[src/rtl/tim_pkg.sv]
package tim_pkg;
  typedef enum logic [2:0] {
    RG_GUEST = 3'd0,
    RG_SEC   = 3'd1,
    RG_MON   = 3'd2,
    RG_HYP   = 3'd3,
    RG_E2H   = 3'd4
  } regime_e;

  typedef enum logic [3:0] {
    OP_ALL_NSNH = 4'd0,
    OP_HYP_ALL  = 4'd1,
    OP_HYP_VA   = 4'd2,
    OP_HYP_VAL  = 4'd3,
    OP_MON_ALL  = 4'd4,
    OP_MON_VA   = 4'd5,
    OP_MON_VAL  = 4'd6,
    OP_SEC_ALL  = 4'd7,
    OP_VMID_ALL = 4'd8,
    OP_CB_ALL   = 4'd9,
    OP_CB_ASID  = 4'd10,
    OP_CB_VA    = 4'd11
  } invOp_e;

  typedef struct packed {
    logic   doInv;
    logic   e2hBank;
    invOp_e op;
    logic   doAlloc;
  } strobe_t;
endpackage

[src/rtl/tim_ctrl.sv]
module tim_ctrl
  import tim_pkg::*;
(
  input  logic        clk,
  input  logic        rstN,
  input  logic        e2hMode,
  input  logic        cmdValid,
  input  logic [3:0]  cmdOp,
  input  logic        cmdE2h,
  input  logic        allocValid,
  input  logic [2:0]  allocRegime,
  input  logic        anyHyp,
  input  logic        anyE2h,
  input  logic        full,
  output strobe_t     strobe,
  output logic        cmdReady,
  output logic        cmdDone,
  output logic        allocOk,
  output logic        allocErr
);
  logic wantHyp, wantE2h, badCode, conflict, allowAlloc;

  // A new command waits until the done pulse of the previous one has been issued
  assign cmdReady = !cmdDone;

  assign wantHyp  = (allocRegime == RG_HYP);
  assign wantE2h  = (allocRegime == RG_E2H);
  assign badCode  = (allocRegime > RG_E2H);
  assign conflict = (wantHyp && (e2hMode || anyE2h)) ||
                    (wantE2h && (!e2hMode || anyHyp));
  assign allowAlloc = allocValid && !full && !conflict && !badCode;

  always_comb begin
    strobe.doInv   = cmdValid && cmdReady;
    strobe.e2hBank = cmdE2h;
    strobe.op      = invOp_e'(cmdOp);
    strobe.doAlloc = allowAlloc;
  end

  always_ff @(posedge clk) begin
    if (!rstN) begin
      cmdDone  <= 1'b0;
      allocOk  <= 1'b0;
      allocErr <= 1'b0;
    end else begin
      cmdDone  <= strobe.doInv;
      allocOk  <= allowAlloc;
      allocErr <= allocValid && !allowAlloc;
    end
  end
endmodule

[src/rtl/tim_store.sv]
module tim_store
  import tim_pkg::*;
#(
  parameter int ENTRIES = 16,
  parameter int VMID_W  = 8,
  parameter int ASID_W  = 8,
  parameter int VPN_W   = 20
) (
  input  logic              clk,
  input  logic              rstN,
  input  strobe_t           strobe,
  input  logic [VMID_W-1:0] cmdVmid,
  input  logic [ASID_W-1:0] cmdAsid,
  input  logic [VPN_W-1:0]  cmdVpn,
  input  logic [2:0]        allocRegime,
  input  logic [VMID_W-1:0] allocVmid,
  input  logic [ASID_W-1:0] allocAsid,
  input  logic              allocGlobal,
  input  logic [VPN_W-1:0]  allocVpn,
  input  logic              allocLast,
  output logic [ENTRIES-1:0] entryValid,
  output logic              anyHyp,
  output logic              anyE2h,
  output logic              full
);
  logic [ENTRIES-1:0] hit, freeOh, hypVec, e2hVec;

  always_comb begin
    logic found;
    found  = 1'b0;
    freeOh = '0;
    for (int i = 0; i < ENTRIES; i++) begin
      if (!entryValid[i] && !found) begin
        freeOh[i] = 1'b1;
        found     = 1'b1;
      end
    end
  end

  assign full   = &entryValid;
  assign anyHyp = |hypVec;
  assign anyE2h = |e2hVec;

  for (genvar g = 0; g < ENTRIES; g++) begin : gSlot
    logic              v;
    logic [2:0]        rg;
    logic [VMID_W-1:0] vmid;
    logic [ASID_W-1:0] asid;
    logic              glob;
    logic [VPN_W-1:0]  vpn;
    logic              last;
    logic              sel;
    logic isG, isS, isM, isH, isE, vaHit, asidHit, vmidHit, gOrAsid, cbTarget;

    assign isG     = (rg == RG_GUEST);
    assign isS     = (rg == RG_SEC);
    assign isM     = (rg == RG_MON);
    assign isH     = (rg == RG_HYP);
    assign isE     = (rg == RG_E2H);
    assign vaHit   = (vpn == cmdVpn);
    assign asidHit = (asid == cmdAsid);
    assign vmidHit = (vmid == cmdVmid);
    assign gOrAsid = glob || asidHit;
    // Context-bank commands from an E2H bank select on the E2H tag, not on VMID
    assign cbTarget = strobe.e2hBank ? isE : (isG && vmidHit);

    always_comb begin
      unique case (strobe.op)
        OP_ALL_NSNH: sel = isG || isE;
        OP_HYP_ALL:  sel = isH || isE;
        OP_HYP_VA:   sel = vaHit && (isH || (isE && gOrAsid));
        OP_HYP_VAL:  sel = vaHit && last && (isH || (isE && gOrAsid));
        OP_MON_ALL:  sel = isM;
        OP_MON_VA:   sel = isM && vaHit;
        OP_MON_VAL:  sel = isM && vaHit && last;
        OP_SEC_ALL:  sel = isS;
        OP_VMID_ALL: sel = isG && vmidHit;
        OP_CB_ALL:   sel = cbTarget;
        OP_CB_ASID:  sel = cbTarget && !glob && asidHit;
        OP_CB_VA:    sel = cbTarget && vaHit && gOrAsid;
        default:     sel = 1'b0;
      endcase
    end

    assign hit[g]        = v && sel;
    assign entryValid[g] = v;
    assign hypVec[g]     = v && isH;
    assign e2hVec[g]     = v && isE;

    always_ff @(posedge clk) begin
      if (!rstN) begin
        v <= 1'b0;
      end else if (strobe.doAlloc && freeOh[g]) begin
        v <= 1'b1;
      end else if (strobe.doInv && hit[g]) begin
        v <= 1'b0;
      end
    end

    always_ff @(posedge clk) begin
      if (strobe.doAlloc && freeOh[g]) begin
        rg   <= allocRegime;
        vmid <= allocVmid;
        asid <= allocAsid;
        glob <= allocGlobal;
        vpn  <= allocVpn;
        last <= allocLast;
      end
    end
  end
endmodule

[src/rtl/regime_tlb_inval.sv]
module regime_tlb_inval
  import tim_pkg::*;
#(
  parameter int ENTRIES = 16,
  parameter int VMID_W  = 8,
  parameter int ASID_W  = 8,
  parameter int VPN_W   = 20
) (
  input  logic               clk,
  input  logic               rstN,
  input  logic               e2hMode,
  input  logic               allocValid,
  input  logic [2:0]         allocRegime,
  input  logic [VMID_W-1:0]  allocVmid,
  input  logic [ASID_W-1:0]  allocAsid,
  input  logic               allocGlobal,
  input  logic [VPN_W-1:0]   allocVpn,
  input  logic               allocLast,
  output logic               allocOk,
  output logic               allocErr,
  input  logic               cmdValid,
  input  logic [3:0]         cmdOp,
  input  logic               cmdE2h,
  input  logic [VMID_W-1:0]  cmdVmid,
  input  logic [ASID_W-1:0]  cmdAsid,
  input  logic [VPN_W-1:0]   cmdVpn,
  output logic               cmdReady,
  output logic               cmdDone,
  output logic [ENTRIES-1:0] entryValid
);
  strobe_t strobe;
  logic    anyHyp, anyE2h, full;

  tim_ctrl u_ctrl (
    .clk(clk), .rstN(rstN), .e2hMode(e2hMode),
    .cmdValid(cmdValid), .cmdOp(cmdOp), .cmdE2h(cmdE2h),
    .allocValid(allocValid), .allocRegime(allocRegime),
    .anyHyp(anyHyp), .anyE2h(anyE2h), .full(full),
    .strobe(strobe), .cmdReady(cmdReady), .cmdDone(cmdDone),
    .allocOk(allocOk), .allocErr(allocErr)
  );

  tim_store #(
    .ENTRIES(ENTRIES), .VMID_W(VMID_W), .ASID_W(ASID_W), .VPN_W(VPN_W)
  ) u_store (
    .clk(clk), .rstN(rstN), .strobe(strobe),
    .cmdVmid(cmdVmid), .cmdAsid(cmdAsid), .cmdVpn(cmdVpn),
    .allocRegime(allocRegime), .allocVmid(allocVmid), .allocAsid(allocAsid),
    .allocGlobal(allocGlobal), .allocVpn(allocVpn), .allocLast(allocLast),
    .entryValid(entryValid), .anyHyp(anyHyp), .anyE2h(anyE2h), .full(full)
  );
endmodule

[config.mk]
export PLATFORM = sky130hd
export DESIGN_NAME = regime_tlb_inval
export DESIGN_NICKNAME = d
export VERILOG_FILES = /design/src/rtl/tim_pkg.sv /design/src/rtl/tim_ctrl.sv /design/src/rtl/tim_store.sv /design/src/rtl/regime_tlb_inval.sv
export SDC_FILE = /design/constraint.sdc
export NUM_CORES = 1
export LEC_CHECK = 0
export ABC_AREA = 1
export BUFFER_PORTS_ARGS = -buffer_cell sky130_fd_sc_hd__buf_2
export CAP_MARGIN = 20
export CORE_UTILIZATION = 50
export CTS_CLUSTER_SIZE = 20
export DETAILED_ROUTE_END_ITERATION = 10
export PLACE_DENSITY = 0.73
export SLEW_MARGIN = 15
export SYNTH_ARGS = -nofsm -noshare
export SYNTH_HDL_FRONTEND = slang
export SYNTH_HIERARCHICAL = 1
export SYNTH_SLANG_ARGS = --single-unit
export TNS_END_PERCENT = 30
[constraint.sdc]
create_clock -name clk -period 8.93 [get_ports clk]
set_input_delay 1.786 -clock clk [delete_from_list [all_inputs] [get_ports clk]]
set_output_delay 1.786 -clock clk [all_outputs]
set_load 0.05 [all_outputs]
## Yosys cells after proc, flatten, opt, wreduce, memory -nomap -nowiden

Cells that the tools add are included.

- Order comparisons: 1
- Equal/unequal tests: 125
- Multiplexer cells: 94
- Reduce and logical (&&, ||, !) cells: 432

Operator list:

| operator | count |
|---|---|
| 20-bit == test | 16 |
| 1-bit logical AND | 278 |
| 8-bit == test | 32 |
| 1-bit one-hot mux with 12 select lines | 16 |
| 3-bit by 2-bit == test with 1-bit output (second input constant) | 33 |
| 1-bit 2-to-1 mux | 78 |
| 1-bit logical OR | 67 |
| 3-bit == test (second input constant) | 17 |
| 1-bit logical NOT | 51 |
| 3-bit by 1-bit == test with 1-bit output (second input constant) | 16 |
| 3-bit logical NOT | 16 |
| 2-bit nonzero test | 16 |
| 16-bit OR reduction | 2 |
| 4-bit by 3-bit == test with 1-bit output (second input constant) | 4 |
| 4-bit == test (second input constant) | 4 |
| 16-bit AND reduction | 1 |
| 4-bit by 2-bit == test with 1-bit output (second input constant) | 2 |
| 4-bit by 1-bit == test with 1-bit output (second input constant) | 1 |
| 4-bit logical NOT | 1 |
| 3-bit greater-than comparator (second input constant) | 1 |

- Register bits after elaboration: 675
- Bits of input ports: 87
- Output and inout bits: 20
- Word-level logic and storage cells: 767

## Depth between registers and ports, before layout

Gate-level depths: netlist of run 1.

- Depth in word-level cells: 47
- Gate-level depth with buffers: 20
- Mapped depth without buffers: 18

## Modules after synthesis

Netlist of run 1, hierarchy kept.

By module, submodules not included:

| module | times used | cells an instance | area each (µm²) | seq. area each (µm²) |
|---|---|---|---|---|
| tim_store | 1 | 3240 | 32471.1 | 20019.2 |
| tim_ctrl | 1 | 29 | 195.2 | 60.1 |

## Least setup slack after synthesis of run 1

OpenSTA, ideal clock, no wires.

- Kind: input-to-reg
- Start: in allocRegime[1]
- End: reg u_store.gSlot[15].asid[0] (enable)
- Library setup time: 0.542 ns
- Arrival: 6.799 ns
- Required time: 8.388 ns
- Slack: 1.589 ns
- Stages: 11
- Buffers on the path: 2
- Cell sequence: inv_1 > nand3_1 > a21oi_2 > nand2_2 > inv_1 > buf_4 > clkbuf_1 > nand2_1 > nor2_1 > nand3_1 > nor4_1

- Longest elaborated chain between the ends: 7
- Elaborated cells on any way between the ends: 11
- Classes of those cells: order compare (1); eq/ne (2); reduce/logical (8)

Ends and longest elaborated chain:

| what | RTL line | text |
|---|---|---|
| start, declared | regime_tlb_inval.sv:13 | `input logic [2:0] allocRegime,` |
| 3-bit by 2-bit == test with 1-bit output / 3-bit == test (equally long branches) | tim_ctrl.sv:26, tim_ctrl.sv:27 |  |
| 1-bit logical AND, on equally long branches | tim_ctrl.sv:29, tim_ctrl.sv:30 |  |
| 1-bit logical OR | tim_ctrl.sv:29 | `assign conflict = (wantHyp && (e2hMode \|\| anyE2h)) \|\|` |
| 1-bit logical NOT | tim_ctrl.sv:31 | `assign allowAlloc = allocValid && !full && !conflict && !badCode;` |
| 1-bit logical AND | tim_ctrl.sv:31 |  |
| 1-bit logical AND * | tim_ctrl.sv:31 |  |
| net u_ctrl.allowAlloc | tim_ctrl.sv:21 | `logic wantHyp, wantE2h, badCode, conflict, allowAlloc;` |
| 1-bit logical AND * | tim_store.sv:101 | `if (strobe.doAlloc && freeOh[g]) begin` |
| end signal, assigned | tim_store.sv:104 | `asid <= allocAsid;` |
| end, declared | tim_store.sv:48 | `logic [ASID_W-1:0] asid;` |

Mark *: on every way through the listed nets, which the timed path passes. The rest lies on a longest branch.
A chain may end at the register's enable or synchronous reset.

==> flow_metrics.py, run 1 <==
metrics = {
    "synthesis": {
        "syn_nets": 3356,
        "synth.avg_cell_area_sq_um": 9.99,
        "synth_top_family_by_area": "simple AND/OR/NAND/NOR gates",
        "netlist.area_leader.share": 0.603,
        "yosys_warnings": 6,
        "post-synth-top-area-cell": "edfxtp_1",
        "ys_seq_area_frac": 0.615,
        "synth-seq-cells": 675,
        "synth_cells": 3269,
        "syn_area_sq_um": 32700,
        "synthAdderAreaFrac": 0,
        "synth_simple_gate_area_frac": 0.204,
        "synth_compound_area_frac": 0.0259,
        "synth_xor_area_frac": 0.0922,
        "synth_cell_types": 34,
        "synth.area.top_cells": "edfxtp_1, nand2_1, xnor2_1",
        "synthMuxAreaShare": 0,
    },
    "sta": {
        "worstMarginPinSlew_ns": 1.15,
        "skew_ns": 0.0151,
        "setup_viol": 0,
        "max_clock_freq_ghz": 0.211,
        "relSlewSlack": 0.229,
        "hold_slack_ns": 0.485,
        "finalSetupTns_ns": 0,
        "hold_viol_final": 0,
        "fin_crit_sh": 0.530,
        "finalMaxSlewViolations": 0,
        "rsz0062_at_grt": "false",
        "min_period_ns": 4.73,
    },
    "drt": {
        "viasPerCell": 5.37,
        "drt_pass1_iterations": 9,
        "dr_total_vias": 22838,
        "antenna_left": 0,
        "wl_per_cell_microns": 20.7,
        "initialDrtViolationCount": 2557,
        "drc": 0,
        "wl_microns": 87900,
    },
    "global_routing": {
        "grt_pass1_wl_microns": 129000,
        "first_global_vias": 21340,
        "grt_usage": 0.264,
        "grt_max_degree": 43,
        "antenna_found_initial": 3,
        "grt_remaining_overflow": 0,
    },
    "setup_path": {
        "rr_startpoint": "u_store/gSlot[4].rg[0]$_DFFE_PP_",
        "max_stage_delay_ns": 0.72,
        "crit_start": "u_store/gSlot[4].rg[0]$_DFFE_PP_",
        "worst-setup-path-type": "register to register",
        "arrival_ns": 4.97,
        "crit_slowest_cell": "nor4_1",
        "cp-end-kind": "register",
        "critical_path.cell_chain": "inv_1, nor3_1, inv_1, o21ai_0, nor4_1, nand3_1, inv_1, nand3_1, a21oi_2, nand2_2, inv_1, nand2_1, nor2_1, nand3_1, nor3_2, buf_4",
        "required_ns": 9.17,
        "crit_path_start_kind": "register",
        "crit_path_frequent_cell": "inv_1",
        "crit_path_max_fanout": 34,
    },
    "power": {
        "p_leak_nw": 13.6,
        "power_density_nw_per_um2": 187,
        "ir_drop_uv": 175,
    },
    "worst_hold_path": {
        "hold_start": "u_ctrl/cmdDone$_SDFF_PN0_",
        "hold_path_class": "register to register",
    },
    "clock_tree": {
        "cts.path.max_buffers": 3,
        "postCtsResizedCells": 0,
        "cts_hold_buf": 0,
        "htree_levels": 3,
        "postCtsSetupBuffers": 0,
        "root_buffer": "clkbuf_16",
        "cts_tree": "done",
        "clk_latency_ns": 0.61,
        "cts_inserted_buffers": 71,
        "path_clk_slew_ns": 0.06,
        "clock_sinks": 675,
    },
    "floorplan": {
        "boundaryPins": 107,
        "die_h_microns": 258,
        "row_count": 93,
        "start_util": 0.507,
        "core_area_sq_um": 64500,
        "die_w_microns": 258,
        "fp.dieArea_sq_um": 66400,
    },
    "cells_and_area": {
        "area_growth_syn_to_layout_pct": 9.98,
        "final_common_cell": "nand2_1",
        "mostFrequentLayoutCells": "nand2_1, edfxtp_1, xnor2_1",
        "final_nets": 3428,
        "drive_gt1_frac": 0.0981,
    },
    "placed_design": {
        "hpwl_microns": 55900,
        "portBuffers": 106,
        "gp_congestion": 1.02,
    },
    "run": {
        "cap_violations": 0,
    },
    "outcome": {
        "outcome": "finished, final reports clean",
    },
}
## Yosys cell counts (all sizes together)
| master | count |
|---|---|
| nor4 | 5 |
| or2 | 85 |
| clkbuf | 25 |
| dfxtp | 19 |
| o21ai | 78 |
| nor2 | 207 |
| buf | 102 |
| a21boi | 1 |
| nand4 | 30 |
| edfxtp | 656 |
| o211ai | 3 |
| nor3 | 80 |
| nand3 | 107 |
| xnor2 | 344 |
| nand3b | 1 |
| nand2 | 1109 |
| o22ai | 8 |
| inv | 333 |
| a21oi | 70 |
| clkinv | 3 |
| o2111ai | 2 |
| or3 | 1 |
## through the flow
stage	power [W]	setup WS, ns	instance area [sq um]	cells	utilization
after global placement	0.00395	4.03	33700	4122	0.523
after floorplan	0.00381	1.59	32700	3269	-
after CTS	0.00673	4.43	35900	4250	0.557
after detailed placement	0.00396	3.91	33700	4123	0.523
final	0.00670	4.20	35900	4251	0.557
after global routing	0.00688	4.07	35900	4250	0.557
## cell families (layout without fill, tap and decap cells)
group,count (synthesis),after routing
compound gates,162,162
xor+xnor,344,344
buf+inv,463,589
flops,675,675
other cells,0,1
simple gates,1625,1625
## flip-flops by register name, summed over array words and instances, names as in the netlist
name                flops
u_ctrl/allocErr         1
u_ctrl/allocOk          1
u_ctrl/cmdDone          1
u_store/gSlot.asid    128
u_store/gSlot.glob     16
u_store/gSlot.last     16
u_store/gSlot.rg       48
u_store/gSlot.v        16
u_store/gSlot.vmid    128
u_store/gSlot.vpn     320
## final cells by class
class                   instances  area (sq um)
flip-flops and latches        675         20100
clock buffers                  93          1900
multi-input cells            2131         10600
fillers                      5391         28500
inverters                     336          1260
diodes                          1          2.50
clock inverters                34           282
well taps                     855          1070
repair buffers                126           693
## metal layers
layer | track usage | routed length [microns] | up-vias
met3 | 0.0521 | 8980 | 162
li1 | - | - | 10700
met4 | 0.0863 | 2730 | 4
met2 | 0.411 | 39400 | 1126
met5 | 0 | 25 | -
met1 | 0.371 | 36800 | 10846
## power by group
group	internal [W]	switching (W)	total (W)	leakage, nW
sequential	0.00349	0.00000704	0.00350	6.06
clock	0.00162	0.00119	0.00281	1.06
combinational	0.000114	0.000283	0.000398	6.53
## path summary, 6_finish.rpt
| kind | endpoint | slack [ns] | cells past startpoint |
|---|---|---|---|
| setup / recovery | u_store/gSlot[14].vpn[16]$_DFFE_PP_ | 4.20 | 16 |
| setup reg to reg | u_store/gSlot[14].vpn[16]$_DFFE_PP_ | 4.20 | 16 |
| hold reg to reg | u_ctrl/cmdDone$_SDFF_PN0_ | 0.49 | 1 |
| hold / removal | u_ctrl/cmdDone$_SDFF_PN0_ | 0.49 | 1 |
## worst max-delay path: cells and delay by family (launching register included)
family / cells / cell delay [ns]
compound gates: 2 / 0.32
buf+inv: 5 / 1.24
simple gates: 9 / 2.32
flops: 1 / 0.43
(Power assumes the default switching activity.)
==> run 2: changes to the inputs <==
Clock period 8.93 ns to 4.39 ns, I/O delays scaled along.
==> flow_metrics.py, run 2 (synthesized netlist as in run 1, its figures left out) <==
metrics = {
    "outcome": {
        "outcome": "finished, final reports clean",
    },
    "cells_and_area": {
        "mostFrequentLayoutCells": "nand2_1, edfxtp_1, xnor2_1",
        "multi_input_comb_area_sq_um": 10700,
        "stdcell_count": 4276,
        "top_register": "u_store/gSlot.vpn",
        "reg.largest.list": "u_store/gSlot.vpn x320, u_store/gSlot.asid x128, u_store/gSlot.vmid x128",
        "register_area_sq_um": 20100,
        "drive_gt1_frac": 0.105,
        "final_common_cell": "nand2_1",
        "fillers": 5416,
        "final_nets": 3450,
        "area_growth_syn_to_layout_pct": 10.9,
        "largest_reg_flops": 320,
    },
    "sta": {
        "rsz0062_at_grt": "false",
        "layout_setup_ws_ns": 0.848,
        "finalSetupTns_ns": 0,
        "max_clock_freq_ghz": 0.282,
        "finalMaxSlewViolations": 0,
        "hold_viol_final": 0,
        "worstMarginPinSlew_ns": 1.04,
        "setup_viol": 0,
        "fin_crit_sh": 0.807,
        "min_period_ns": 3.54,
        "skew_ns": 0.0284,
        "relSlewSlack": 0.303,
        "hold_slack_ns": 0.495,
    },
    "clock_tree": {
        "path_clk_slew_ns": 0.06,
        "clk_latency_ns": 0.62,
        "clock_sinks": 675,
        "cts.path.max_buffers": 3,
        "cts_inserted_buffers": 71,
        "cts_tree": "done",
        "htree_levels": 3,
        "postCtsSetupBuffers": 0,
        "cts_hold_buf": 0,
        "postCtsResizedCells": 0,
        "root_buffer": "clkbuf_16",
    },
    "floorplan": {
        "start_util": 0.507,
        "core_area_sq_um": 64500,
        "die_h_microns": 258,
        "die_w_microns": 258,
        "row_count": 93,
        "boundaryPins": 107,
        "fp.dieArea_sq_um": 66400,
    },
    "power": {
        "swShare": 0.221,
        "pwr-share-comb": 0.060,
        "power_density_nw_per_um2": 381,
        "clock_power_share": 0.426,
        "power.internal_w": 0.0108,
        "p_sw_w": 0.00306,
        "p_leak_nw": 13.8,
        "ir_drop_uv": 367,
        "seqPwrFrac": 0.515,
    },
    "worst_hold_path": {
        "hold_path_class": "register to register",
    },
    "global_routing": {
        "grt_usage": 0.271,
        "first_global_vias": 21987,
        "grt_pass1_wl_microns": 133000,
        "antenna_found_initial": 2,
        "grt_max_degree": 43,
        "grt_remaining_overflow": 0,
    },
    "drt": {
        "wl_per_cell_microns": 20.9,
        "viasPerCell": 5.39,
        "dr_total_vias": 23045,
        "drt_pass1_iterations": 6,
        "antenna_left": 0,
        "initialDrtViolationCount": 2426,
        "wl_microns": 89500,
        "drc": 0,
    },
    "setup_path": {
        "arrival_ns": 3.80,
        "crit_path_start_kind": "register",
        "crit_path_max_fanout": 29,
        "cp-end-kind": "register",
        "worst-setup-path-type": "register to register",
        "required_ns": 4.65,
    },
    "placed_design": {
        "portBuffers": 106,
        "hpwl_microns": 57800,
        "dp.cells": 4145,
        "gp_congestion": 1.00,
        "pre_cts_slack_ns": 0.977,
    },
    "run": {
        "cap_violations": 0,
    },
}
-- run 2: cell count changes in the layout (fill, tap and decap cells not counted), moves of 2 or more --
cell / previous run / this run
nor4_4: 0 / 2
clkinvlp_4: 2 / 0
buf_4: 19 / 37
buf_12: 1 / 5
clkbuf_16: 73 / 76
nor4_2: 2 / 0
-- run 2: path summary, 6_finish.rpt --
kind                                    start                                  end  slack (ns)  cells after the start
min reg2reg         u_ctrl/cmdDone$_SDFF_PN0_            u_ctrl/cmdDone$_SDFF_PN0_        0.50                      1
max          u_store/gSlot[5].rg[0]$_DFFE_PP_  u_store/gSlot[13].vpn[16]$_DFFE_PP_        0.85                     17
max reg2reg  u_store/gSlot[5].rg[0]$_DFFE_PP_  u_store/gSlot[13].vpn[16]$_DFFE_PP_        0.85                     17
min                 u_ctrl/cmdDone$_SDFF_PN0_            u_ctrl/cmdDone$_SDFF_PN0_        0.50                      1
-- run 2: cell type report --
| class | count | area share |
|---|---|---|
| timing repair buffer | 148 | 0.0251 |
| clock buffer | 98 | 0.0550 |
| multi-input combinational | 2131 | 0.294 |
| antenna | 1 | 0.0000691 |
| sequential | 675 | 0.554 |
| inverter | 336 | 0.0348 |
| tap | 855 | 0.0295 |
| clock inverter | 32 | 0.00729 |
-- run 2: critical path, stage by stage, from the launching register on --
cell      delay (ns)
edfxtp_1        0.40
nor2_1          0.08
nand2_1         0.08
inv_1           0.07
nand2_1         0.05
o21ai_0         0.10
nor4_1          0.48
nand3_1         0.13
o21ai_1         0.16
nand2_1         0.06
nand2_1         0.11
nand2_2         0.09
inv_1           0.07
nand2_1         0.15
nor2_1          0.17
nand3_1         0.27
nor3_2          0.28
buf_4           0.45
-- run 2: through the flow --
stage                     total power, W  area (sq um)   util
final                             0.0138         36200  0.562
after global routing              0.0142         36200  0.562
after CTS                         0.0139         36200  0.562
after detailed placement         0.00806         34000  0.527
after global placement           0.00805         34000  0.527
after floorplan                  0.00776         32700      -
-- run 2: power groups by stage --
stage	logic [W]	registers, W	clock network [W]
finish	0.000822	0.00711	0.00588
global route	0.000892	0.00711	0.00618
CTS	0.000821	0.00711	0.00595
detailed placement	0.000815	0.00725	0
global placement	0.000801	0.00725	0
floorplan	0.000507	0.00725	0
-- run 2: metal layers --
metal,part of all wire,track usage
met5,0.00022,0
met4,0.040,0.110
met3,0.10,0.0551
met2,0.46,0.433
met1,0.40,0.362
